### src/rtl/fsr_pkg.sv
package fsr_pkg;
  localparam int STAT_W = 32;
  localparam int IDX_W  = $clog2(STAT_W);
  localparam int WORD_W = 32;
  localparam logic [5:0] OPC_FP   = 6'd63;
  localparam logic [9:0] XO_SET   = 10'd38;
  localparam logic [9:0] XO_CLR   = 10'd70;
  localparam logic [STAT_W-1:0] PROT_MASK = 32'h6000_0000;

  typedef enum logic [1:0] {OP_NONE, OP_SET, OP_CLR, OP_BAD} bitop_e;

  typedef struct packed {
    bitop_e           op;
    logic [IDX_W-1:0] idx;
    logic             rec;
  } dec_t;

  // MSB-first index to LSB-0 bit position
  function automatic logic [IDX_W-1:0] idx_to_pos(input logic [IDX_W-1:0] idx);
    return IDX_W'(STAT_W - 1) - idx;
  endfunction
endpackage

### src/rtl/fsr_decode.sv
module fsr_decode
  import fsr_pkg::*;
(
  input  logic              valid,
  input  logic [WORD_W-1:0] word,
  output dec_t              dec
);
  logic [5:0] opc;
  logic [9:0] xo;

  assign opc = word[31:26];
  assign xo  = word[10:1];

  always_comb begin
    dec.idx = word[25:21];
    dec.rec = word[0];
    if (!valid)                          dec.op = OP_NONE;
    else if (opc == OPC_FP && xo == XO_SET) dec.op = OP_SET;
    else if (opc == OPC_FP && xo == XO_CLR) dec.op = OP_CLR;
    else                                 dec.op = OP_BAD;
  end
endmodule

### src/rtl/fsr_bit_update.sv
module fsr_bit_update
  import fsr_pkg::*;
#(
  parameter int W = STAT_W,
  parameter logic [W-1:0] PROT = PROT_MASK
) (
  input  logic [W-1:0]     cur,
  input  dec_t             dec,
  output logic [W-1:0]     nxt,
  output logic             prot_hit
);
  logic [IDX_W-1:0] pos;
  assign pos = idx_to_pos(dec.idx);
  assign prot_hit = PROT[pos];

  for (genvar b = 0; b < W; b++) begin : g_bit
    logic sel;
    assign sel = (pos == IDX_W'(b)) && !PROT[b];
    always_comb begin
      nxt[b] = cur[b];
      if (sel && dec.op == OP_SET) nxt[b] = 1'b1;
      if (sel && dec.op == OP_CLR) nxt[b] = 1'b0;
    end
  end
endmodule

### src/rtl/fsr_bitop_unit.sv
module fsr_bitop_unit
  import fsr_pkg::*;
(
  input  logic              clk,
  input  logic              rst,
  input  logic              insn_valid,
  input  logic [WORD_W-1:0] insn_word,
  output logic [STAT_W-1:0] stat_q,
  output logic              cr1_we,
  output logic [3:0]        cr1_data,
  output logic              bad_op
);
  dec_t              dec;
  logic [STAT_W-1:0] stat_nxt;
  logic              prot_hit;
  logic              legal_ev;
  logic              rec_ev;

  fsr_decode u_dec (.valid(insn_valid), .word(insn_word), .dec(dec));

  fsr_bit_update u_upd (
    .cur(stat_q), .dec(dec), .nxt(stat_nxt), .prot_hit(prot_hit)
  );

  assign legal_ev = (dec.op == OP_SET) || (dec.op == OP_CLR);
  assign rec_ev   = legal_ev && dec.rec;

  always_ff @(posedge clk) begin
    if (rst) begin
      stat_q   <= '0;
      cr1_we   <= 1'b0;
      cr1_data <= '0;
      bad_op   <= 1'b0;
    end else begin
      stat_q <= stat_nxt;
      cr1_we <= rec_ev;
      bad_op <= (dec.op == OP_BAD);
      if (rec_ev) cr1_data <= stat_nxt[STAT_W-1 -: 4];
    end
  end
endmodule

### config.mk
export PLATFORM = sky130hd
export DESIGN_NAME = fsr_bitop_unit
export DESIGN_NICKNAME = d
export VERILOG_FILES = /design/src/rtl/fsr_pkg.sv /design/src/rtl/fsr_decode.sv /design/src/rtl/fsr_bit_update.sv /design/src/rtl/fsr_bitop_unit.sv
export SDC_FILE = /design/constraint.sdc
export NUM_CORES = 1
export LEC_CHECK = 0
export ABC_CLOCK_PERIOD_IN_PS = 6200
export BUFFER_PORTS_ARGS = -buffer_cell sky130_fd_sc_hd__buf_4
export CAP_MARGIN = 40
export CORE_MARGIN = 4
export CORE_UTILIZATION = 35
export DETAILED_ROUTE_END_ITERATION = 8
export SLEW_MARGIN = 20
export SYNTH_ARGS = -nofsm -noshare
export SYNTH_HDL_FRONTEND = slang
export SYNTH_HIERARCHICAL = 1
export SYNTH_SLANG_ARGS = --single-unit
### constraint.sdc
create_clock -name clk -period 6.2 [get_ports clk]
set_input_delay 1.86 -clock clk [delete_from_list [all_inputs] [get_ports clk]]
set_output_delay 1.86 -clock clk [all_outputs]
set_load 0.02 [all_outputs]
### Word level (Yosys, flattened, before mapping)

Index checks and enable logic that the tools add are counted.

* register bits: 34
* output and inout bits: 38
* bits of input ports: 35

* equality and inequality tests: 35
* $add $sub $neg: 1
* reduce and logical (&&, ||, !) cells: 93
* multiplexer cells: 7

Operator list (count)
* $eq 5x5->1 const B: 14
* $logic_and 1x1->1: 63
* $reduce_or 2->1: 28
* $eq 5x4->1 const B: 8
* $eq 5x3->1 const B: 4
* $eq 10x6->1 const B: 1
* $eq 10x7->1 const B: 1
* $eq 5x2->1 const B: 2
* $eq 6x6->1 const B: 1
* $eq 5x1->1 const B: 1
* $logic_not 5->1: 1
* $mux 1: 5
* $sub 5x5->5 const A: 1
* $eq 2x2->1 const B: 2
* $mux 2: 2
* $eq 2x1->1 const B: 1
* $logic_or 1x1->1: 1

### Logic depth before layout (Yosys ltp)

Gate-level depths: netlist of the first run.

* word-level depth: 9
* mapped depth: 8
* gate-level depth less buffers: 7

### Modules after synthesis

The synthesis of the first run kept the hierarchy.

Modules (own cells, without submodules)
* fsr_bitop_unit: area each 1094.8 um2, instances 1, cells each 87
* fsr_bit_update: area each 872.1 um2, instances 1, cells each 146
* fsr_decode: area each 131.4 um2, instances 1, cells each 14

### Worst setup path before layout of the first run

Ideal clock, no wire load.

* path kind: input-to-reg
* start: in insn_word[8]
* end: reg cr1_data[3]
* arrival time: 3.333 ns
* required time: 6.079 ns
* path slack: 2.746 ns
* stages on the path: 7
* cell sequence: and4bb_2 > a41oi_1 > buf_4 > nor3b_1 > a211oi_1 > nor2b_2 > mux2_2

RTL lines
* start, declared: line fsr_bitop_unit.sv:7 `input logic [WORD_W-1:0] insn_word,`
* end signal, assigned: line fsr_bitop_unit.sv:38 `if (rec_ev) cr1_data <= stat_nxt[STAT_W-1 -: 4];`
* end, declared: line fsr_bitop_unit.sv:10 `output logic [3:0] cr1_data,`

==> results of run 1 <==
==> through the flow <==
step	hold WS (ps)	utilization (%)	instance area (µm²)
detailed placement	475.8	45.04	2541
floorplan	670.6	-	2090
CTS	492.1	46.40	2618
global placement	472.8	44.84	2530
finish	488.7	46.40	2618
global route	512.6	46.40	2618
==> cells in the final DEF (no fill, tap or decap), drive strengths merged, types with 7 or more instances in the layout <==
cell type and n:
a21oi 10, nand2 30, nor2b 41, a211oi 10, dfxtp 38, o21ai 20
clkbuf 7, nor2 16, o211ai 20, buf 65
==> state kept, by name, summed over array words and instances (netlist names) <==
name,count
cr1_data,4
stat_q,32
cr1_we,1
bad_op,1
==> area by class of cell <==
class                      instances  area share, %
tap                               72          3.442
inverter                           3         0.4302
clock buffer                       7          2.916
timing repair buffer              65          18.79
sequential                        38          29.06
multi-input combinational        185          45.36
==> layer usage <==
metal,track usage [%],up-vias,routed length (µm)
met1,17.96,851,2355
met3,4.369,7,358
met2,25.21,56,2438
met4,5.324,0,63
met5,0,-,0
li1,-,958,-
==> power groups by stage <==
stage	logic [µW]	registers, µW	clock network (µW)
2_1_floorplan	52.9	272	0
3_3_place_gp	90.7	263	0
3_5_place_dp	93.2	263	0
4_1_cts	93.5	258	167
5_1_grt	102	259	177
6_report	92.8	258	159
==> how the worst min path moves through the flow <==
stage	from	depth (start not counted)	to	slack, ps
2_1_floorplan	stat_q[29]	2	stat_q[29]	670
5_1_grt	stat_q[30]	1	stat_q[30]	510
3_5_place_dp	stat_q[30]	1	stat_q[30]	480
4_1_cts	stat_q[30]	1	stat_q[30]	490
6_report	stat_q[29]	1	stat_q[29]	490
3_3_place_gp	stat_q[29]	1	stat_q[29]	470
==> flow_metrics.tcl, run 1 <==
set metrics [dict create \
    status "finished, final reports clean" \
    reg2reg_to "cr1_data[0]" \
    register_area_um2 760.7 \
    grt_pass1_vias 1887 \
    critPathLaunchType "input pin" \
    fp.dieArea_mm2 0.007270 \
    crit_start "insn_word[4]" \
    postCtsSetupRepairBufs 0 \
    drtIter0Drc 96 \
    cp_num_buf_inv 2 \
    dpl.cell_count 363 \
    rsz0062_at_grt "false" \
    drive_gt1_share_pct 27.85 \
    mappedNetlistArea_mm2 0.002090 \
    final.min_clock_period_ps 3441 \
    synthCells 246 \
    root_buffer "clkbuf_8" \
    drc_errors 0 \
    cts_buffers 5 \
    fmax_ghz 0.2907 \
    place_congestion 0.7661 \
    htree_levels 2 \
    pwr-share-comb_pct 18.2 \
    cts_resized 0 \
    worstPathArrival_ps 3620 \
    setup_violations 0 \
    ant_nets 0 \
    drv_cap 0 \
    path_cells "buf_4 > nor4bb_1 > a41oi_2 > buf_6 > nor2_1 > a211oi_1 > nor2b_2 > mux2_2" \
    p_int_uw 372.7 \
    dr.pass1.iters 4 \
    nets 338 \
    finalNonFillerCells 370 \
    crit_fanout 20 \
    dp_hpwl_um 3839 \
    ys_warn_count 6 \
    overflow 0 \
    multi_input_area_mm2 0.001187 \
    grt_max_degree 39 \
    power.density_mw_per_mm2 194.7 \
    fin_crit_sh_pct 55.49 \
    r2r_start "stat_q[28]" \
    crit_family "simple AND/OR/NAND/NOR gates" \
    cp.required_ps 6380 \
    cts_hold_repair.buffers 0 \
    tightest_slew_ps 396.2 \
    syn_to_final_growth_pct 25.27 \
    clockBufferDepth 2 \
    setup_slack_ps 2759 \
    pre_cts_slack_ps 2501 \
    nFillCells 561 \
    avgRoutedWirePerCell_um 14.10 \
    r2r.worst_path.cells 4 \
    finalHoldViolCount 0 \
    fin_skew_ps 0.5444 \
    worstHoldPathType "reg -> reg" \
    cts_tree "built" \
    pwr-share-clk_pct 31.2 \
    core-area_mm2 0.005642 \
    r2r_slack_ps 5150 \
    cp_slowest_cell "nor4bb_1" \
    max_stage_delay_ps 360 \
    initial_core_util_pct 37.04 \
    fp.dieW_um 85.27 \
    wl_um 5216 \
    ios 73 \
    grtUsageTotal_pct 14.94 \
    clock_latency_ps 280 \
    path_clk_slew_ps 70 \
    synth_area_per_cell_um2 8.494 \
    setup-tns-final_ps 0 \
    ir_drop_mv 0.1043 \
    crit_cells 8 \
    relSlewSlack_pct 73.58 \
    routed_via_density 5.059 \
    vias 1872 \
    total_power_uw 509.5 \
    crit_end "cr1_data[3]" \
    synth_nets 286 \
    grt_pass1_wl_um 8818 \
    critPathKind "in -> reg" \
    maxSlewViolCount 0 \
    antennaDiodeCount 0 \
    total_leakage_power_uw 0.001041 \
    seqPwrFrac_pct 50.6 \
    cts.sinks 38 \
    die_h_um 85.27 \
    antenna_found_initial 0 \
    swShare_pct 26.86 \
    port-buffer-count 62 \
    cp-end-kind "flop" \
    rows 27 \
    p_switching_uw 136.9 \
]
Note: power is estimated with default switching activity, not from simulation.
==> inputs of run 2 (changes only) <==
--- a/config.mk
+++ b/config.mk
@@ -5,7 +5,8 @@
 export SDC_FILE = /design/constraint.sdc
 export NUM_CORES = 1
 export LEC_CHECK = 0
-export ABC_CLOCK_PERIOD_IN_PS = 6200
+export ABC_AREA = 1
+export ABC_CLOCK_PERIOD_IN_PS = 3100
 export BUFFER_PORTS_ARGS = -buffer_cell sky130_fd_sc_hd__buf_4
 export CAP_MARGIN = 40
 export CORE_MARGIN = 4
==> constraint.sdc (replaced) <==
create_clock -name clk -period 3.1 [get_ports clk]
set_input_delay 0.93 -clock clk [delete_from_list [all_inputs] [get_ports clk]]
set_output_delay 0.93 -clock clk [all_outputs]
set_load 0.02 [all_outputs]
==> flow_metrics.tcl, run 2 <==
set metrics [dict create \
    setup-tns-final_ps 0 \
    p_switching_uw 272.5 \
    synth_area_per_cell_um2 6.228 \
    setup_violations 0 \
    cp.required_ps 3330 \
    critPathKind "in -> reg" \
    worstHoldPathType "reg -> reg" \
    cts_buffers 5 \
    htree_levels 2 \
    synthCells 363 \
    layout_commonest_cell "inv_1" \
    overflow 0 \
    critPathLaunchType "input pin" \
    cts_resized 0 \
    tightest_slew_ps 440.7 \
    crit_fanout 30 \
    final.min_clock_period_ps 2118 \
    path_clk_slew_ps 80 \
    r2r_start "stat_q[28]" \
    fin_crit_sh_pct 68.32 \
    p_int_uw 784.1 \
    ios 73 \
    top_regs "stat_q: 32 flops, cr1_data: 4 flops" \
    pwr-share-clk_pct 39.4 \
    crit_start "insn_word[8]" \
    grt_pass1_wl_um 8535 \
    avgRoutedWirePerCell_um 10.07 \
    port-buffer-count 62 \
    status "finished, final reports clean" \
    nets 449 \
    fin_util_pct 43.86 \
    largest_reg_flops 32 \
    fp.dieW_um 88.37 \
    drv_cap 0 \
    mappedNetlistArea_mm2 0.002261 \
    fmax_ghz 0.4722 \
    drive_gt1_share_pct 20.73 \
    die_h_um 88.37 \
    fp.dieArea_mm2 0.007809 \
    ant_nets 0 \
    initial_core_util_pct 35.81 \
    cts.sinks 38 \
    fin_skew_ps 1.101 \
    wl_um 4904 \
    antennaDiodeCount 0 \
    grtUsageTotal_pct 13.55 \
    worstPathArrival_ps 2350 \
    seqPwrFrac_pct 47.3 \
    relSlewSlack_pct 70.58 \
    syn_to_final_growth_pct 22.47 \
    core-area_mm2 0.006314 \
    postCtsSetupRepairBufs 0 \
    antenna_found_initial 0 \
    ir_drop_mv 0.2597 \
    dr.pass1.iters 5 \
    place_congestion 0.7821 \
    top_register "stat_q" \
    clockBufferDepth 2 \
    root_buffer "clkbuf_8" \
    final_area_mm2 0.002769 \
    total_leakage_power_uw 0.001195 \
    swShare_pct 25.79 \
    grt_pass1_vias 1978 \
    clock_latency_ps 290 \
    cp-end-kind "flop" \
    rsz0062_at_grt "false" \
    synth_nets 403 \
    cts_hold_repair.buffers 0 \
    final_cell_mix "inv_1 (85), nor2_1 (78), buf_4 (64)" \
    vias 2136 \
    pwr-share-comb_pct 13.3 \
    routed_via_density 4.386 \
    rows 29 \
    ys_warn_count 6 \
    dp_hpwl_um 3463 \
    hold_start "stat_q[29]" \
    maxSlewViolCount 0 \
    grt_max_degree 36 \
    finalHoldViolCount 0 \
    cts_tree "built" \
    drc_errors 0 \
    drtIter0Drc 141 \
    power.density_mw_per_mm2 381.6 \
    placed_area_mm2 0.002660 \
]
[run 2: final timing paths]
| kind | depth (start not counted) | endpoint | slack, ps |
|---|---|---|---|
| min | 2 | stat_q[29] | 450 |
| max reg2reg | 4 | cr1_data[0] | 2320 |
| max | 13 | cr1_data[0] | 980 |
| min reg2reg | 2 | stat_q[29] | 450 |
[run 2: area by class of cell]
| class | count | area [µm²] |
|---|---|---|
| fillers | 692 | 3545 |
| flip-flops and latches | 38 | 760.7 |
| clock buffers | 5 | 68.82 |
| well taps | 77 | 96.34 |
| inverters | 87 | 326.6 |
| clock inverters | 3 | 40.04 |
| multi-input cells | 213 | 996.0 |
| repair buffers | 64 | 480.5 |
[run 2: through the flow]
stage / hold slack, ps / std cells / setup WS [ps] / power (µW)
6_report: 450.6 / 487 / 982.0 / 1057
3_5_place_dp: 435.3 / 479 / 642.0 / 653.7
3_3_place_gp: 431.5 / 479 / 665.4 / 651.1
2_1_floorplan: 585.2 / 363 / 1027 / 614.8
4_1_cts: 451.3 / 487 / 964.0 / 1074
5_1_grt: 473.5 / 487 / 749.8 / 1112
[run 2: power by group through the flow]
stage               clock (µW)  sequential (µW)  combinational (µW)
finish                     416              500                 140
floorplan                    0              521                93.6
global route               452              501                 159
detailed placement           0              511                 143
global placement             0              511                 140
CTS                        432              500                 142
[run 2: layer usage]
layer | track usage [%] | up-vias | routed length [µm]
met5 | 0 | - | 0
met4 | 3.297 | 0 | 38
met3 | 4.655 | 4 | 381
met2 | 23.05 | 53 | 2240
met1 | 16.47 | 923 | 2243
li1 | - | 1156 | -
[run 2: critical path: stages]
cell     delay (ps)
buf_4           110
inv_1            40
nand2_1          40
nor2_1           80
nand2_1          70
nor2_1          100
nor2_1           80
nor2_2          100
buf_4           300
nand4_1         130
a21oi_1         210
nor2_1           70
nor2_1           90
